<file path="src/rtl/blsr_pkg.sv">
package blsr_pkg;

    typedef enum logic [1:0] {
        ST_EMPTY   = 2'd0,
        ST_LOADED  = 2'd1,
        ST_STARVED = 2'd2
    } osr_state_e;

endpackage

</file>
<file path="src/rtl/blsr_word_fifo.sv">
module blsr_word_fifo #(
    parameter int WORD_W = 32,
    parameter int DEPTH  = 4
) (
    input  logic              clk,
    input  logic              rst_n,
    input  logic              push_req,
    input  logic [WORD_W-1:0] push_data,
    input  logic              pop,
    output logic [WORD_W-1:0] head,
    output logic              full,
    output logic              empty
);
    localparam int PTR_W = (DEPTH > 1) ? $clog2(DEPTH) : 1;
    localparam int CNT_W = $clog2(DEPTH + 1);

    logic [WORD_W-1:0] mem [DEPTH];
    logic [PTR_W-1:0]  wptr, rptr;
    logic [CNT_W-1:0]  count;
    logic              push;

    assign full  = (count == CNT_W'(DEPTH));
    assign empty = (count == '0);
    assign push  = push_req && !full;
    assign head  = mem[rptr];

    function automatic logic [PTR_W-1:0] bump(input logic [PTR_W-1:0] p);
        return (p == PTR_W'(DEPTH - 1)) ? '0 : p + 1'b1;
    endfunction

    always_ff @(posedge clk) begin
        if (push) begin
            mem[wptr] <= push_data;
        end
    end

    always_ff @(posedge clk or negedge rst_n) begin
        if (!rst_n) begin
            wptr  <= '0;
            rptr  <= '0;
            count <= '0;
        end else begin
            if (push) begin
                wptr <= bump(wptr);
            end
            if (pop) begin
                rptr <= bump(rptr);
            end
            unique case ({push, pop})
                2'b10:   count <= count + 1'b1;
                2'b01:   count <= count - 1'b1;
                default: count <= count;
            endcase
        end
    end

endmodule

</file>
<file path="src/rtl/blsr_unpacker.sv">
module blsr_unpacker
    import blsr_pkg::*;
#(
    parameter int WORD_W = 32,
    parameter int LANE_W = 8
) (
    input  logic              clk,
    input  logic              rst_n,
    input  logic              tick,
    input  logic              fifo_empty,
    input  logic [WORD_W-1:0] fifo_head,
    output logic              fifo_pop,
    output logic [LANE_W-1:0] lane,
    output logic              underrun
);
    localparam int LANES = WORD_W / LANE_W;
    localparam int IDX_W = (LANES > 1) ? $clog2(LANES) : 1;

    osr_state_e        state, state_nxt;
    logic [WORD_W-1:0] osr;
    logic [IDX_W-1:0]  idx;
    logic              emit, starve_hit, last_lane;

    assign last_lane = (idx == IDX_W'(LANES - 1));

    // State register
    always_ff @(posedge clk or negedge rst_n) begin
        if (!rst_n) begin
            state <= ST_EMPTY;
        end else begin
            state <= state_nxt;
        end
    end

    // Transitions and control outputs
    always_comb begin
        state_nxt  = state;
        fifo_pop   = 1'b0;
        emit       = 1'b0;
        starve_hit = 1'b0;
        unique case (state)
            ST_EMPTY: begin
                if (!fifo_empty) begin
                    fifo_pop  = 1'b1;
                    state_nxt = ST_LOADED;
                end
            end
            ST_LOADED: begin
                if (tick) begin
                    emit = 1'b1;
                    if (last_lane) begin
                        if (!fifo_empty) begin
                            fifo_pop = 1'b1;
                        end else begin
                            state_nxt = ST_STARVED;
                        end
                    end
                end
            end
            ST_STARVED: begin
                starve_hit = tick;
                if (!fifo_empty) begin
                    fifo_pop  = 1'b1;
                    state_nxt = ST_LOADED;
                end
            end
            default: state_nxt = ST_EMPTY;
        endcase
    end

    // Shift register, byte index, lane and flag
    always_ff @(posedge clk or negedge rst_n) begin
        if (!rst_n) begin
            osr      <= '0;
            idx      <= '0;
            lane     <= '0;
            underrun <= 1'b0;
        end else begin
            if (emit) begin
                lane <= osr[int'(idx)*LANE_W +: LANE_W];
            end
            if (fifo_pop) begin
                osr <= fifo_head;
                idx <= '0;
            end else if (emit) begin
                idx <= idx + 1'b1;
            end
            if (starve_hit) begin
                underrun <= 1'b1;
            end
        end
    end

endmodule

</file>
<file path="src/rtl/byte_lane_serializer.sv">
module byte_lane_serializer #(
    parameter int NUM_CH     = 2,
    parameter int WORD_W     = 32,
    parameter int LANE_W     = 8,
    parameter int FIFO_DEPTH = 4
) (
    input  logic                     clk,
    input  logic                     rst_n,
    input  logic [NUM_CH-1:0]        wr_valid,
    input  logic [NUM_CH*WORD_W-1:0] wr_data,
    input  logic [NUM_CH-1:0]        tick,
    output logic [NUM_CH-1:0]        dreq,
    output logic [NUM_CH*LANE_W-1:0] lane_out,
    output logic [NUM_CH-1:0]        underrun
);

    for (genvar c = 0; c < NUM_CH; c++) begin : g_ch
        logic              full, empty, pop;
        logic [WORD_W-1:0] head;

        blsr_word_fifo #(
            .WORD_W (WORD_W),
            .DEPTH  (FIFO_DEPTH)
        ) u_fifo (
            .clk       (clk),
            .rst_n     (rst_n),
            .push_req  (wr_valid[c]),
            .push_data (wr_data[c*WORD_W +: WORD_W]),
            .pop       (pop),
            .head      (head),
            .full      (full),
            .empty     (empty)
        );

        blsr_unpacker #(
            .WORD_W (WORD_W),
            .LANE_W (LANE_W)
        ) u_unpack (
            .clk        (clk),
            .rst_n      (rst_n),
            .tick       (tick[c]),
            .fifo_empty (empty),
            .fifo_head  (head),
            .fifo_pop   (pop),
            .lane       (lane_out[c*LANE_W +: LANE_W]),
            .underrun   (underrun[c])
        );

        assign dreq[c] = !full;
    end

endmodule

</file>
<file path="config.mk">
export PLATFORM = sky130hd
export DESIGN_NAME = byte_lane_serializer
export DESIGN_NICKNAME = d
export VERILOG_FILES = /design/src/rtl/blsr_pkg.sv /design/src/rtl/blsr_word_fifo.sv /design/src/rtl/blsr_unpacker.sv /design/src/rtl/byte_lane_serializer.sv
export SDC_FILE = /design/constraint.sdc
export NUM_CORES = 1
export LEC_CHECK = 0
export BUFFER_PORTS_ARGS = -buffer_cell sky130_fd_sc_hd__buf_4
export CORE_MARGIN = 2
export CORE_UTILIZATION = 31
export DETAILED_ROUTE_END_ITERATION = 10
export SYNTH_ARGS = -nofsm -noshare
export SYNTH_HDL_FRONTEND = slang
export SYNTH_SLANG_ARGS = --single-unit
</file>
<file path="constraint.sdc">
create_clock -name clk -period 7.3 [get_ports clk]
set_input_delay 0.365 -clock clk [delete_from_list [all_inputs] [get_ports clk]]
set_output_delay 0.365 -clock clk [all_outputs]
set_load 0.02 [all_outputs]
</file>
==> results of run 1 <==
## routing by layer
metal | vias up | global-route usage, %
met5 | - | 0
met4 | 4 | 3.87
met2 | 107 | 18.0
li1 | 2883 | -
met3 | 47 | 2.49
met1 | 3388 | 15.9
## synth_stat cells, types with 3 or more instances
master                     instances
sky130_fd_sc_hd__edfxtp_1        256
sky130_fd_sc_hd__dfrtp_1         104
sky130_fd_sc_hd__mux4_2           72
sky130_fd_sc_hd__mux2_4           60
sky130_fd_sc_hd__mux2_2           25
sky130_fd_sc_hd__ha_1             14
sky130_fd_sc_hd__inv_1            14
sky130_fd_sc_hd__nor2_1           12
sky130_fd_sc_hd__and3_1            8
sky130_fd_sc_hd__mux4_1            8
sky130_fd_sc_hd__buf_12            6
sky130_fd_sc_hd__buf_2             6
sky130_fd_sc_hd__xor2_1            6
sky130_fd_sc_hd__buf_6             5
sky130_fd_sc_hd__clkbuf_1          5
sky130_fd_sc_hd__buf_1             3
sky130_fd_sc_hd__buf_8             3
sky130_fd_sc_hd__mux2_1            3
sky130_fd_sc_hd__mux2i_1           3
sky130_fd_sc_hd__nand2_1           3
sky130_fd_sc_hd__nand3b_1          3
## how the worst min path moves through the flow
stage / cells past startpoint / from / end
2_1_floorplan: 0 / rst_n / g_ch[0].u_fifo.count[0]
3_3_place_gp: 1 / rst_n / g_ch[0].u_fifo.wptr[1]
3_5_place_dp: 1 / rst_n / g_ch[0].u_fifo.wptr[1]
4_1_cts: 1 / wr_data[63] / g_ch[1].u_fifo.mem[0][31]
5_1_grt: 1 / wr_data[63] / g_ch[1].u_fifo.mem[2][31]
6_report: 1 / wr_data[51] / g_ch[1].u_fifo.mem[0][19]
## layout make-up
| cell class | instances | share of cell area, % |
|---|---|---|
| flip-flops and latches | 360 | 60.2 |
| multi-input cells | 241 | 21.5 |
| clock buffers | 59 | 6.56 |
| repair buffers | 136 | 6.44 |
| well taps | 600 | 4.39 |
| clock inverters | 13 | 0.629 |
| inverters | 14 | 0.307 |
## layout by cell type, fill, tap and decap left out, types with 5 or more instances in the layout
cell type                       count
sky130_fd_sc_hd__edfxtp_1         256
sky130_fd_sc_hd__clkinv_2           6
sky130_fd_sc_hd__mux2_2            25
sky130_fd_sc_hd__mux2_4            60
sky130_fd_sc_hd__clkbuf_1          14
sky130_fd_sc_hd__mux4_1             8
sky130_fd_sc_hd__clkbuf_16         40
sky130_fd_sc_hd__dlygate4sd3_1     32
sky130_fd_sc_hd__inv_1             14
sky130_fd_sc_hd__nor2_1            12
sky130_fd_sc_hd__dfrtp_1          102
sky130_fd_sc_hd__mux4_2            72
sky130_fd_sc_hd__ha_1              14
sky130_fd_sc_hd__xor2_1             6
sky130_fd_sc_hd__buf_4            104
sky130_fd_sc_hd__clkbuf_8           5
sky130_fd_sc_hd__and3_1             8
## metrics by stage
stage	hold WS, ns	std cells
2_1_floorplan	0.0694	645
3_3_place_gp	0.401	1319
3_5_place_dp	0.401	1319
4_1_cts	0.000633	1423
5_1_grt	0.00419	1423
6_report	0.0267	1423
## report_power, final
| part | leakage, nW | internal, mW | switching [mW] |
|---|---|---|---|
| clock | 0.599 | 1.07 | 0.784 |
| sequential | 3.58 | 2.81 | 0.324 |
| combinational | 2.10 | 1.16 | 0.897 |
## logic make-up (layout without fill, tap and decap cells)
| kind of cell | count (synthesis) | count (layout) |
|---|---|---|
| muxes | 171 | 171 |
| adders and majority gates | 16 | 16 |
| DFF | 360 | 360 |
| buffers and inverters | 44 | 222 |
| xor gates and xnor gates | 8 | 8 |
| AOI/OAI and AO/OA | 11 | 11 |
| and+or+nand+nor | 35 | 35 |
## flip-flops by register name (all words and copies together), names as in the netlist
register                cells
g_ch.u_unpack.idx           4
g_ch.u_unpack.lane         16
g_ch.u_fifo.wptr            4
g_ch.u_fifo.rptr            4
g_ch.u_unpack.osr          64
g_ch.u_fifo.mem           256
g_ch.u_unpack.underrun      2
g_ch.u_fifo.count           6
g_ch.u_unpack.state         4
==> impl_summary.txt, run 1 <==
----------------------------------------------------
[Detailed routing]
  Drt first pass iters ... 4
  Remaining routing DRC violations ... 0
  Detail Route Antenna Nets ... 0
  Via/cell ratio ... roughly 4.5
  Wire per inst ... 18.6 um
  Total routed wire length on the met1 layer ... 12.3 mm
  Max layer used ... met5
  Total number of vias ... around 6400
  Number of DRC markers after the initial detailed-route iteration ... approximately 430
  Met3 wire length ... roughly 1.1 mm
  Wire length on met2 ... 12.4 mm
  Aggregate routed wire length ... around 27 mm

[Clock tree]
  Clock transition at the registers of the reported paths ... 0.06 ns
  Hold bufs inserted after CTS ... 32
  Count of H-tree levels built during CTS ... 2
  Post-CTS Setup Repair Bufs ... 0
  Sink count of the clock tree ... between 300 and 400
  Resize count post-CTS ... 0
  TritonCTS clock tree ... done
  Clock buffers created by TritonCTS ... 39
  Buffer levels on the longest clock path ... 3
  Clk Latency, worst-skew pair ... between 0.5 and 0.6 ns
  Clock Root Buffer ... sky130_fd_sc_hd__clkbuf_16

[Logic synthesis]
  Post-synthesis cell count ... between 600 and 700
  Number of warning messages in the yosys log ... 0
  Fraction of the mapped netlist area in compound gates ... 0.647%
  Cell types with the largest area share after synthesis ... sky130_fd_sc_hd__edfxtp_1 54%, sky130_fd_sc_hd__dfrtp_1 18%, sky130_fd_sc_hd__mux4_2 11%
  Top flip-flop cell by instance count after synthesis ... sky130_fd_sc_hd__edfxtp_1
  Area leader, netlist ... sky130_fd_sc_hd__edfxtp_1
  Share of the yosys chip area belonging to registers ... around 72%
  Post-synthesis adder-cell area fraction ... under 10%
  Largest family of logic cells by synthesized area ... multiplexers
  Number of synthesized flops with an enable pin ... between 200 and 300
  Multiplexer area fraction after synthesis ... a little over a fifth
  Mean Syn Cell Area ... approximately 22 sq um
  Post-synthesis share of cell area spent on and, or, nand and nor gates ... under 10%
  Xor-xnor portion of the synthesized cell area ... less than 1%
  Cell area after synthesis ... between 10000 and 15000 sq um
  Share of the synthesized area in the top cell type ... a little over half
  Ys async rst share ... approximately 29%
  Synthesized flop and latch total ... between 300 and 400
  Number of distinct standard cells referenced by the synthesized netlist ... 35
  Net count of the mapped netlist ... 731

[Floorplan]
  Area of the core ... approximately 45000 sq um
  Std cell rows ... just under 80
  Height of the die ... 219 um
  IO Pins ... 90
  Overall die width ... roughly 220 um
  Effective utilization at floorplan ... 31.5%
  Area of the die ... roughly 48000 sq um

[Worst setup path]
  Data arrival at the endpoint of the critical path ... 3.59 ns
  Type of element launching the critical path ... flop
  Critical-path maximum fanout ... 37
  Critical-path cell list ... ha_1 > nand3b_4 > a21oi_4 > buf_4 > ha_1 > inv_1 > fa_1 > xor2_1 > nor2_1 > xor2_1
  Largest stage delay on the critical path ... about 0.7 ns
  Buf+Inv Stages, Crit Path ... 2
  Slack of the worst reg-to-reg path ... 4.18 ns
  Required time at the worst-slack endpoint ... a little under 8 ns
  Cell count along the critical path ... 10
  Reg-to-reg endpoint ... g_ch[1].u_fifo.count[2]
  Category of the most critical setup path ... reg -> reg
  CP Launch Point ... g_ch[1].u_unpack.idx[0]
  Sort of element at the end of the critical path ... flop
  Worst Reg2Reg Path Length in Cells ... 10
  Cell class contributing the biggest share of worst-path delay ... adder cells
  Reg-to-reg critical path startpoint ... g_ch[1].u_unpack.idx[0]
  Slowest cell on crit path ... sky130_fd_sc_hd__dfrtp_1
  CP Capture Point ... g_ch[1].u_fifo.count[2]

[GRT]
  Wire length of the first global-routing pass ... around 42 mm
  Tot GR Track Use ... a little under an eighth
  Largest net degree at the start of global routing ... 63
  Vias in the first global route ... roughly 7000
  Global-route congestion overflow total ... 0
  Initial antenna violation count ... 2

[Timing]
  Worst max-slew margin expressed relative to the limit ... between 40 and 50%
  Final clock period utilization by the worst path ... 42.8%
  Final min period ... around 3.1 ns
  Hold Violations, Final ... 0
  Worst slew pin tran ... between 0.8 and 0.9 ns
  Finish-stage setup viols ... 0
  Count of pins over their slew limit ... 0
  RSZ-0062 raised after global routing ... no
  Post-route setup TNS ... 0 ns
  Fin Clk Skew ... between 0.03 and 0.04 ns
  Achievable Freq ... about 320 MHz
  Post-route setup slack ... ~4.2 ns

[Placement]
  Total cell area at the placement stage ... around 16000 sq um
  Placer's final routability congestion estimate ... a little over 0.7
  # port buffers ... 89
  Estimated wirelength of the detail-placed design ... roughly 16 mm
  Minimum setup slack after placement ... 4.15 ns

[Power]
  Leakage power of the design ... 6.28 nW
  Cell area power density ... roughly 400 nW/um^2
  Total chip power ... 7.04 mW
  Max rail drop VDD ... about 0.19 mV

[Job]
  MaxCap Viol Count ... 0

[Finish]
  Layout cell share with drive strength beyond 1 ... just under 40%
  Final Net Count ... between 800 and 900
  P&R area growth vs syn ... 19.5%
  Filler cell count in the final layout ... ~4200
  Multi-input gate area ... approximately 3700 sq um
  Post-route standard cell area excluding fillers ... roughly 17000 sq um
  Final cell utilization of the core ... 37.6%
  Antenna diodes ... 0
  Register area ... ~10000 sq um

[Hold path]
  Tightest Hold Check Type ... in -> reg

[Outcome]
  Run status ... completed

----------------------------------------------------
No activity file was read; power rests on OpenSTA's default activity.
==> run 2, diff against run 1 <==
--- a/config.mk
+++ b/config.mk
@@ -5,6 +5,7 @@
 export SDC_FILE = /design/constraint.sdc
 export NUM_CORES = 1
 export LEC_CHECK = 0
+export ABC_AREA = 1
 export BUFFER_PORTS_ARGS = -buffer_cell sky130_fd_sc_hd__buf_4
 export CORE_MARGIN = 2
 export CORE_UTILIZATION = 31
==> constraint.sdc (replaced) <==
create_clock -name clk -period 2.77 [get_ports clk]
set_input_delay 0.1385 -clock clk [delete_from_list [all_inputs] [get_ports clk]]
set_output_delay 0.1385 -clock clk [all_outputs]
set_load 0.02 [all_outputs]
==> run 2 against run 1 <==
  * Fmax up 32%
  * Total power grew to 2.8 times the previous value
  * Synthesized area is 12% higher
==> impl_summary.txt, run 2 <==
----------------------------------------------------
[Timing]
  Final clock period utilization by the worst path ... 85.5% (+43 points)
  Count of pins over their slew limit ... 0 (unchanged)
  Hold Violations, Final ... 0 (unchanged)
  Achievable Freq ... 422 MHz (+32%)
  Post-route setup TNS ... 0 ns (unchanged)
  Post-route setup slack ... 0.401 ns (-3.77 ns)
  RSZ-0062 raised after global routing ... no
  Finish-stage setup viols ... 0 (unchanged)
  Final min period ... 2.37 ns (-0.756 ns)
  Worst max-slew margin expressed relative to the limit ... 48.9% (+3.4 points)
  Worst slew pin tran ... 0.766 ns (-0.0515 ns)
  Fin Clk Skew ... 0.0309 ns (+0.000400 ns)

[Placement]
  # port buffers ... 89 (unchanged)
  Placer's final routability congestion estimate ... 0.825 (+16%)
  Minimum setup slack after placement ... 0.383 ns (-3.77 ns)
  Estimated wirelength of the detail-placed design ... 21.4 mm (+32%)

[Finish]
  P&R area growth vs syn ... 20.9%
  Final Net Count ... 1946 (+120%)
  Most used cells in the layout excluding fill and tap cells ... 687 x sky130_fd_sc_hd__nand2_1, 352 x sky130_fd_sc_hd__inv_1, 256 x sky130_fd_sc_hd__edfxtp_1
  Largest registers ... g_ch.u_fifo.mem x256, g_ch.u_unpack.osr x64, g_ch.u_unpack.lane x16
  Layout cell share with drive strength beyond 1 ... 10.7% (-29 points)
  Final cell utilization of the core ... 37.8% (+0.23 points)
  Most flops, register ... g_ch.u_fifo.mem
  Flip-flop count of the largest register, all copies and words added ... 256 (unchanged)
  Filler cell count in the final layout ... 5062 (+21%)
  Leading cell type in the layout, fill and taps excluded ... sky130_fd_sc_hd__nand2_1

[Logic synthesis]
  Most frequent cell after synthesis ... sky130_fd_sc_hd__nand2_1
  Xor-xnor portion of the synthesized cell area ... 0.219% (-0.27 points)
  Cell types with the largest area share after synthesis ... sky130_fd_sc_hd__edfxtp_1 48%, sky130_fd_sc_hd__dfrtp_1 16%, sky130_fd_sc_hd__nand2_1 16%
  Post-synthesis adder-cell area fraction ... 1.34% (-0.16 points)
  Post-synthesis cell count ... 1696 (+160%)
  Top flip-flop cell by instance count after synthesis ... sky130_fd_sc_hd__edfxtp_1
  Number of distinct standard cells referenced by the synthesized netlist ... 30 (-14%)
  Number of synthesized flops with an enable pin ... 256 (unchanged)
  Mean Syn Cell Area ... 9.45 sq um (-57%)
  Synthesized flop and latch total ... 360 (unchanged)
  Fraction of the mapped netlist area in compound gates ... 0.406% (-0.24 points)
  Commonest cells in the netlist ... 687 x sky130_fd_sc_hd__nand2_1, 352 x sky130_fd_sc_hd__inv_1, 256 x sky130_fd_sc_hd__edfxtp_1, 166 x sky130_fd_sc_hd__nand3_1, 104 x sky130_fd_sc_hd__dfrtp_1
  Share of the synthesized area in the top cell type ... 48.0% (-5.7 points)
  Ys async rst share ... 28.9% (unchanged)
  Largest family of logic cells by synthesized area ... simple AND/OR/NAND/NOR gates
  Area leader, netlist ... sky130_fd_sc_hd__edfxtp_1
  Post-synthesis share of cell area spent on and, or, nand and nor gates ... 22.4% (+21 points)
  Number of warning messages in the yosys log ... 0 (unchanged)
  Share of the yosys chip area belonging to registers ... 64.2% (-7.7 points)
  Cell area after synthesis ... 16000 sq um (+12%)
  Net count of the mapped netlist ... 1782 (+140%)
  Multiplexer area fraction after synthesis ... 0% (-22 points)

[Worst setup path]
  Buf+Inv Stages, Crit Path ... 2 (unchanged)
  Sort of element at the end of the critical path ... flop
  Type of element launching the critical path ... flop
  Slowest cell on crit path ... sky130_fd_sc_hd__dfrtp_1
  Cell class contributing the biggest share of worst-path delay ... adder cells
  Critical-path cell list ... ha_1 > nand3_1 > nand2_2 > nand2_8 > clkinv_8 > ha_1 > inv_1 > fa_1 > nand2_1 > nand3b_1 > xor2_1
  Critical-path maximum fanout ... 36 (-2.7%)
  Critical path's most frequent cell ... sky130_fd_sc_hd__ha_1
  Required time at the worst-slack endpoint ... 3.19 ns (-4.57 ns)
  Largest stage delay on the critical path ... 0.53 ns (-0.18 ns)
  Data arrival at the endpoint of the critical path ... 2.78 ns (-0.81 ns)
  Category of the most critical setup path ... reg -> reg

[Detailed routing]
  Drt first pass iters ... 5 (+1)
  Remaining routing DRC violations ... 0 (unchanged)
  Via/cell ratio ... 4.22 (-6.5%)
  Detail Route Antenna Nets ... 0 (unchanged)
  Aggregate routed wire length ... 34.3 mm (+29%)
  Total number of vias ... 10883 (+69%)
  Number of DRC markers after the initial detailed-route iteration ... 604 (+42%)
  Wire per inst ... 13.3 um (-29%)

[Floorplan]
  Height of the die ... 231 um (+5.7%)
  Std cell rows ... 83 (+6.4%)
  IO Pins ... 90 (unchanged)
  Effective utilization at floorplan ... 31.3% (-0.17 points)
  Overall die width ... 231 um (+5.7%)
  Area of the core ... 51200 sq um (+13%)
  Area of the die ... 53500 sq um (+12%)

[Hold path]
  Tightest Hold Check Type ... in -> reg

[Clock tree]
  Resize count post-CTS ... 0 (unchanged)
  Post-CTS Setup Repair Bufs ... 0 (unchanged)
  Buffer levels on the longest clock path ... 3 (unchanged)
  Clock Root Buffer ... sky130_fd_sc_hd__clkbuf_16
  Sink count of the clock tree ... 360 (unchanged)
  Clock transition at the registers of the reported paths ... 0.06 ns (about the same)
  Clk Latency, worst-skew pair ... 0.56 ns (about the same)
  TritonCTS clock tree ... done
  Count of H-tree levels built during CTS ... 2 (unchanged)
  Clock buffers created by TritonCTS ... 41 (+5.1%)

[Power]
  Cell area power density ... 1020 nW/um^2 (+150%)
  Max rail drop VDD ... 0.499 mV (+160%)
  Leakage power of the design ... 9.33 nW (+49%)

[GRT]
  Vias in the first global route ... 10669 (+52%)
  Initial antenna violation count ... 3 (+1)
  Tot GR Track Use ... 13.0% (+1.5 points)
  Global-route congestion overflow total ... 0 (unchanged)
  Wire length of the first global-routing pass ... 55.4 mm (+32%)
  Largest net degree at the start of global routing ... 68 (+7.9%)

[Outcome]
  Run status ... completed

[Job]
  MaxCap Viol Count ... 0 (unchanged)

----------------------------------------------------
## run 2: power breakdown
group | switching (mW) | internal (mW) | total (mW)
registers | 0.592 | 7.31 | 7.90
clock network | 2.11 | 3.01 | 5.12
logic | 4.52 | 2.21 | 6.73
total | 7.22 | 12.5 | 19.8
## run 2: cells by family after synthesis
| logic type | Yosys count |
|---|---|
| simple gates | 880 |
| buf+inv | 424 |
| flops | 360 |
| fa+ha+maj | 16 |
| compound gates | 12 |
| xor+xnor | 4 |
## run 2: worst paths after layout
path | startpoint | to | slack [ns] | depth (start not counted)
max in group asynchronous | rst_n | g_ch[0].u_unpack.osr[31] | 1.85 | 3
worst max register to register | g_ch[1].u_unpack.idx[1] | g_ch[1].u_fifo.count[2] | 0.40 | 11
worst max-delay path | g_ch[1].u_unpack.idx[1] | g_ch[1].u_fifo.count[2] | 0.40 | 11
worst min register to register | g_ch[1].u_unpack.underrun | g_ch[1].u_unpack.underrun | 0.48 | 1
min in group asynchronous | rst_n | g_ch[1].u_unpack.lane[4] | 0.19 | 2
worst min-delay path | wr_valid[1] | g_ch[1].u_fifo.wptr[1] | 0.08 | 4
## run 2: per-layer routing
layer | GRT usage (%) | routed length [um] | vias to the layer above
met4 | 3.99 | 730 | 0
met2 | 23.0 | 17100 | 190
li1 | - | - | 5508
met5 | 0 | 0 | -
met1 | 16.0 | 15100 | 5139
met3 | 2.41 | 1420 | 46
## run 2: timing repair
item | 4_1_cts | 5_1_grt
hold buffers | 67 | 0
hold endpoints to repair | 328 | 0
setup endpoints to repair | 0 | 0
## run 2: worst register-to-register path, delay by kind of cell (launching register included)
kind / cells / cell delay (ns)
AND/OR/NAND/NOR: 5 / 0.46
flip-flops: 1 / 0.53
buffers and inverters: 2 / 0.21
adder cells (fa/ha/maj): 3 / 0.91
XOR/XNOR: 1 / 0.15
## run 2: final cells by class
cell class | instances | area [sq um] | share of cell area [%]
timing repair buffer | 183 | 1630 | 8.41
multi-input combinational | 912 | 3930 | 20.3
sequential | 360 | 10300 | 53.2
clock inverter | 15 | 121 | 0.627
tap | 680 | 851 | 4.39
antenna | 3 | 7.51 | 0.0388
clock buffer | 61 | 1160 | 6.00
inverter | 362 | 1380 | 7.11
## run 2: per-stage QoR
step | instances | total power [mW] | hold WS, ns | area (sq um)
floorplan | 1696 | 12.8 | -0.157 | 16000
global placement | 2430 | 14.6 | 0.241 | 17400
detailed placement | 2430 | 14.8 | 0.244 | 17400
CTS | 2573 | 20.0 | 0.0398 | 19400
global route | 2576 | 21.2 | 0.0862 | 19400
finish | 2576 | 19.8 | 0.0769 | 19400
